==> src/rtl/autoack_pkg.sv <==
package autoack_pkg;

  typedef enum logic [2:0] {
    K_EVENT = 3'd0,
    K_SWSET = 3'd1,
    K_SWCLR = 3'd2,
    K_MSET  = 3'd3,
    K_MCLR  = 3'd4,
    K_PEND  = 3'd5
  } reg_kind_e;

  localparam int WORD_W = 32;

  typedef struct packed {
    logic [1:0]  ev_type;
    logic [5:0]  die;
    logic        valid;
    logic [6:0]  rsvd;
    logic [15:0] num;
  } event_word_t;

endpackage

==> src/rtl/autoack_prio.sv <==
module autoack_prio #(
  parameter int N  = 64,
  parameter int LW = 6
) (
  input  logic [N-1:0]  req_i,
  output logic          found_o,
  output logic [LW-1:0] idx_o
);

  always_comb begin
    found_o = 1'b0;
    idx_o   = '0;
    for (int i = N - 1; i >= 0; i--) begin
      if (req_i[i]) begin
        found_o = 1'b1;
        idx_o   = LW'(i);
      end
    end
  end

endmodule

==> src/rtl/autoack_bank.sv <==
module autoack_bank
  import autoack_pkg::*;
#(
  parameter int N     = 64,
  parameter int LW    = 6,
  parameter int IDX_W = 5
) (
  input  logic             clk_i,
  input  logic             rst_i,
  input  logic             wr_en_i,
  input  reg_kind_e        wr_kind_i,
  input  logic [IDX_W-1:0] wr_idx_i,
  input  logic [31:0]      wr_data_i,
  input  logic             ack_valid_i,
  input  logic [LW-1:0]    ack_line_i,
  output logic [N-1:0]     sw_q_o,
  output logic [N-1:0]     mask_q_o
);

  for (genvar g = 0; g < N; g++) begin : g_line
    localparam int WI = g / WORD_W;
    localparam int BI = g % WORD_W;
    logic hit;
    assign hit = wr_en_i && (wr_idx_i == IDX_W'(WI)) && wr_data_i[BI];

    always_ff @(posedge clk_i) begin
      if (rst_i) begin
        sw_q_o[g]   <= 1'b0;
        mask_q_o[g] <= 1'b1;
      end else begin
        if (hit && wr_kind_i == K_SWSET) sw_q_o[g] <= 1'b1;
        if (hit && wr_kind_i == K_SWCLR) sw_q_o[g] <= 1'b0;
        if (hit && wr_kind_i == K_MSET)  mask_q_o[g] <= 1'b1;
        if (hit && wr_kind_i == K_MCLR)  mask_q_o[g] <= 1'b0;
        if (ack_valid_i && ack_line_i == LW'(g)) mask_q_o[g] <= 1'b1;
      end
    end
  end

endmodule

==> src/rtl/autoack_intc.sv <==
module autoack_intc
  import autoack_pkg::*;
#(
  parameter int N_DIES        = 2,
  parameter int LINES_PER_DIE = 32,
  parameter int ADDR_W        = 10
) (
  input  logic                            clk_i,
  input  logic                            rst_i,
  input  logic [N_DIES*LINES_PER_DIE-1:0] irq_hw_i,
  input  logic                            wr_en_i,
  input  logic                            rd_en_i,
  input  logic [ADDR_W-1:0]               addr_i,
  input  logic [31:0]                     wr_data_i,
  output logic [31:0]                     rd_data_o,
  output logic                            irq_o
);

  localparam int N      = N_DIES * LINES_PER_DIE;
  localparam int LW     = (N > 1) ? $clog2(N) : 1;
  localparam int NWORDS = (N + WORD_W - 1) / WORD_W;
  localparam int IDX_W  = ADDR_W - 5;
  localparam int PAD_W  = NWORDS * WORD_W;

  reg_kind_e        kind;
  logic [IDX_W-1:0] idx;
  logic             unused_lsb;
  assign kind       = reg_kind_e'(addr_i[ADDR_W-1 -: 3]);
  assign idx        = addr_i[ADDR_W-4:2];
  assign unused_lsb = ^addr_i[1:0];

  logic [N-1:0]  sw_q, mask_q, raw_req, pend_w;
  logic          win_found;
  logic [LW-1:0] win_idx;
  logic          ev_rd, ack_valid;

  assign raw_req   = irq_hw_i | sw_q;
  assign pend_w    = raw_req & ~mask_q;
  assign ev_rd     = rd_en_i && (kind == K_EVENT);
  assign ack_valid = ev_rd && win_found;

  autoack_prio #(.N(N), .LW(LW)) prio_i (
    .req_i   (pend_w),
    .found_o (win_found),
    .idx_o   (win_idx)
  );

  autoack_bank #(.N(N), .LW(LW), .IDX_W(IDX_W)) bank_i (
    .clk_i       (clk_i),
    .rst_i       (rst_i),
    .wr_en_i     (wr_en_i),
    .wr_kind_i   (kind),
    .wr_idx_i    (idx),
    .wr_data_i   (wr_data_i),
    .ack_valid_i (ack_valid),
    .ack_line_i  (win_idx),
    .sw_q_o      (sw_q),
    .mask_q_o    (mask_q)
  );

  event_word_t ev_word;
  always_comb begin
    int unsigned line;
    line    = 32'(win_idx);
    ev_word = '0;
    if (win_found) begin
      ev_word.valid = 1'b1;
      ev_word.die   = 6'(line / LINES_PER_DIE);
      ev_word.num   = 16'(line % LINES_PER_DIE);
    end
  end

  logic [PAD_W-1:0] sw_pad, mask_pad, raw_pad;
  always_comb begin
    sw_pad   = '0;
    mask_pad = '0;
    raw_pad  = '0;
    sw_pad[N-1:0]   = sw_q;
    mask_pad[N-1:0] = mask_q;
    raw_pad[N-1:0]  = raw_req;
  end

  logic [31:0] rd_next;
  always_comb begin
    rd_next = '0;
    if (kind == K_EVENT) begin
      rd_next = ev_word;
    end else if (32'(idx) < NWORDS) begin
      case (kind)
        K_SWSET, K_SWCLR: rd_next = sw_pad[32'(idx)*WORD_W +: WORD_W];
        K_MSET, K_MCLR:   rd_next = mask_pad[32'(idx)*WORD_W +: WORD_W];
        K_PEND:           rd_next = raw_pad[32'(idx)*WORD_W +: WORD_W];
        default:          rd_next = '0;
      endcase
    end
  end

  always_ff @(posedge clk_i) begin
    if (rst_i) begin
      rd_data_o <= '0;
      irq_o     <= 1'b0;
    end else begin
      if (rd_en_i) rd_data_o <= rd_next;
      irq_o <= |pend_w;
    end
  end

endmodule

==> config.mk <==
export PLATFORM = sky130hd
export DESIGN_NAME = autoack_intc
export DESIGN_NICKNAME = d
export VERILOG_FILES = /design/src/rtl/autoack_pkg.sv /design/src/rtl/autoack_prio.sv /design/src/rtl/autoack_bank.sv /design/src/rtl/autoack_intc.sv
export SDC_FILE = /design/constraint.sdc
export NUM_CORES = 1
export LEC_CHECK = 0
export CAP_MARGIN = 20
export CORE_UTILIZATION = 52
export CTS_CLUSTER_DIAMETER = 30
export DETAILED_ROUTE_END_ITERATION = 8
export DONT_BUFFER_PORTS = 1
export GPL_TIMING_DRIVEN = 0
export PLACE_DENSITY = 0.72
export SYNTH_ARGS = -nofsm -noshare
export SYNTH_HDL_FRONTEND = slang
export SYNTH_SLANG_ARGS = --single-unit
==> constraint.sdc <==
create_clock -name clk_i -period 2.7 [get_ports clk_i]
set_input_delay 0.27 -clock clk_i [delete_from_list [all_inputs] [get_ports clk_i]]
set_output_delay 0.27 -clock clk_i [all_outputs]
set_load 0.005 [all_outputs]
==> run summary <==
Slew Limit Fails -> 0
First-pass GRT wire length -> 74,700 µm
Net count, final -> 1,460
Area leader, netlist -> dfxtp_1
Power Dens Cells -> 521 mW/mm²
Cells after synthesis -> 1,301
Clock period minus worst slack -> 2.85 ns
Critical Path Sink Type -> flop
Initial Utilization -> 53.9%
Total track usage -> 53.4%
Clk slew on worst S/H paths -> 0.07 ns
Clk_skew -> 0.0134 ns
Asr flop ratio synth -> 0%
Commonest non-fill, non-tap cell in the layout -> nand2_1
R2R setup slack -> -0.15 ns
Status -> finished, violations left
WS Path Type -> reg -> reg
R2R cell count -> 8
Area grow syn2layout -> 16.7%
WP data required -> 3.02 ns
Final setup violation count -> 20
Hold Crit Class -> in -> reg
Post-DP HPWL -> 37,600 µm
Final worst-path cycle share -> 106%
Largest net degree at the start of global routing -> 17
Ports -> 143
Critical Path Slowest Stage Cell -> o211ai_1
Syn nets -> 1,411
Worst Slack Setup Final -> -0.152 ns
Fin area -> 0.0115 mm²
Synth area leaders -> dfxtp_1 (33%), nand2_1 (7.7%), a311oi_1 (6.0%)
Total grt overflow -> 0
1st-pass router iterations -> 9
Routing usage on met1 -> 63.8%
Die W -> 139 µm
RSZ-0062 raised after global routing -> yes
Reg2Reg Capture Point -> bank_i.mask_q_o[13]$_SDFFE_PP1P_
Overall routed net length -> 52,400 µm
Hold path start -> rd_en_i
Drt wl/cell -> 32.9 µm
CTS tree -> built
Area of the mapped netlist -> 0.00982 mm²
Fill count -> 1,641
Synth Area per Inst -> 7.55 µm²
GR met3 Demand/Resource -> 22.9%
Die area -> 0.0194 mm²
Ys flop type -> dfxtp_1
DRT iter0 DRCs -> 2,248
Clock Latency Late Sink -> 0.45 ns
Area of the core -> 0.0182 mm²
H-tree levels -> 4
Root Buffer -> clkbuf_16
Relative slew slack -> 24.0%
TritonCTS Buffers -> 17
DP Area -> 0.0101 mm²
Initial antenna violation count -> 0
Clock buffer depth -> 2
Crit path largest cell delay -> 0.53 ns
# DRC -> 0
Sequential-to-total area share from yosys stat -> 32.8%
FF-to-FF Start -> bank_i.mask_q_o[46]$_SDFFE_PP1P_
Yosys Warn Count -> 0
Critical Path Source Type -> flop
Number of global-route vias before repair -> 11,500
Vias -> 12,400
Synth Register Bits -> 161
Maximum VDD drop -> 0.497 mV
Hold-critical path depth -> 2
Measured slew at the worst slew-check pin -> 1.14 ns
Clock net sink count -> 161
Die Ht -> 139 µm
Via/cell ratio -> 7.77
Antenna Violating Nets Remaining -> 0
Routability congestion estimate -> 1.12
Crit-path cells -> o21bai_1, o21ai_0, a21o_2, o21ai_0, o21a_4, o211ai_1, buf_4, o211ai_1
CP Max Fanout -> 7
Met2 usage -> 76.1%
Leak -> 4.07 nW
Row Count -> 49
Synth top area share -> 32.8%
Busiest grt layer -> met2
Most frequent cells in the layout -> nand2_1 (200), dfxtp_1 (158), nand3_1 (108)
Hold Fails Final Rpt -> 0
Synth unique cells -> 63
Hold Crit Endpoint -> rd_data_o[4]$_SDFFE_PP0P_
Failing checks -> setup timing
Port Buf Inserts -> 0
Total Power -> 5.97 mW
Worst EP arrival -> 3.17 ns
Ratio of cells with drive above 1 in the final layout -> 17.3%
Fmax -> 351 MHz
MaxCap Viol Count -> 0
Number of synthesized flops with an enable pin -> 0
==> metrics by stage <==
| stage | instances | TNS, ns | hold WS [ns] | worst slack (ns) | utilization, % |
|---|---|---|---|---|---|
| floorplan | 1301 | 0 | 0.379 | 0.577 | - |
| global placement | 1530 | -52.53 | 0.381 | -0.925 | 55.5 |
| detailed placement | 1533 | -44.56 | 0.387 | -0.882 | 55.6 |
| CTS | 1586 | 0 | 0.00797 | 0.00697 | 61.5 |
| global route | 1592 | -0.336 | 0.0611 | -0.0452 | 62.9 |
| finish | 1593 | -1.56 | 0.00392 | -0.152 | 62.9 |
==> synth_stat cells (6+ instances only) <==
| master | count |
|---|---|
| a32oi_1 | 31 |
| nand3_1 | 109 |
| clkbuf_2 | 32 |
| nor3_1 | 7 |
| nand2b_1 | 6 |
| nand4_1 | 57 |
| buf_1 | 13 |
| o21ai_0 | 45 |
| nor2_1 | 57 |
| nand2_1 | 202 |
| a31oi_1 | 89 |
| o211ai_1 | 34 |
| a31o_2 | 42 |
| clkbuf_1 | 91 |
| o21ai_2 | 9 |
| a21oi_1 | 83 |
| a311oi_1 | 67 |
| a211oi_1 | 9 |
| dfxtp_1 | 161 |
| o21bai_1 | 55 |
| buf_2 | 10 |
| o21ba_2 | 13 |
==> area by class of cell <==
type                    count  area (µm²)  share of cell area, %
clock buffers              19         453                   3.95
inverters                   2        7.51                 0.0655
flip-flops and latches    161        3230                   28.2
diodes                      1        2.50                 0.0218
multi-input cells         991        6360                   55.5
well taps                 229         287                   2.50
plain buffers             147         642                   5.60
clock inverters            13         221                   1.93
repair buffers             30         255                   2.23
==> power by group <==
part | internal [mW] | switching, mW
clock network | 1.71 | 1.15
logic | 0.174 | 0.542
registers | 2.38 | 0.00642
total | 4.27 | 1.70
==> metal layers <==
metal	vias up	share of wire, %
li1	5095	-
met1	5719	34
met2	1207	40
met3	359	17
met4	0	9.1
met5	-	0
==> registers in the layout (all words and copies together), names as in the netlist <==
register,flops
irq_o,1
rd_data_o,32
bank_i.mask_q_o,64
bank_i.sw_q_o,64
==> cells by family after synthesis <==
logic type,count (synthesis),share of synthesized area (%)
and+or+nand+nor,469,22.2
AOI/OAI and AO/OA,520,38.4
muxes,2,0.204
DFF,161,32.8
buffers and inverters,149,6.31
==> worst max-delay path: cells and delay by family (launching register included) <==
family,cells,cell delay [ns]
compound gates,7,2.05
buf+inv,1,0.34
flops,1,0.33
==> timing repair <==
action | CTS | global route
hold endpoints to repair | 1 | 0
pin swaps | 16 | 15
buffers inserted | 20 | 6
resized for setup | 38 | 51
gates cloned | 0 | 0
hold buffers | 1 | 0
endpoints found under the setup margin | 70 | 63
==> how the worst max path moves through the flow <==
stage	from	to
finish	bank_i.mask_q_o[46]$_SDFFE_PP1P_	bank_i.mask_q_o[13]$_SDFFE_PP1P_
CTS	bank_i.sw_q_o[51]$_SDFFE_PP0P_	bank_i.mask_q_o[30]$_SDFFE_PP1P_
detailed placement	bank_i.sw_q_o[32]$_SDFFE_PP0P_	bank_i.mask_q_o[60]$_SDFFE_PP1P_
global placement	bank_i.sw_q_o[32]$_SDFFE_PP0P_	bank_i.mask_q_o[60]$_SDFFE_PP1P_
global route	bank_i.sw_q_o[27]$_SDFFE_PP0P_	bank_i.mask_q_o[60]$_SDFFE_PP1P_
floorplan	bank_i.sw_q_o[63]$_SDFFE_PP0P_	bank_i.mask_q_o[2]$_SDFFE_PP1P_
(Power assumes the default switching activity.)
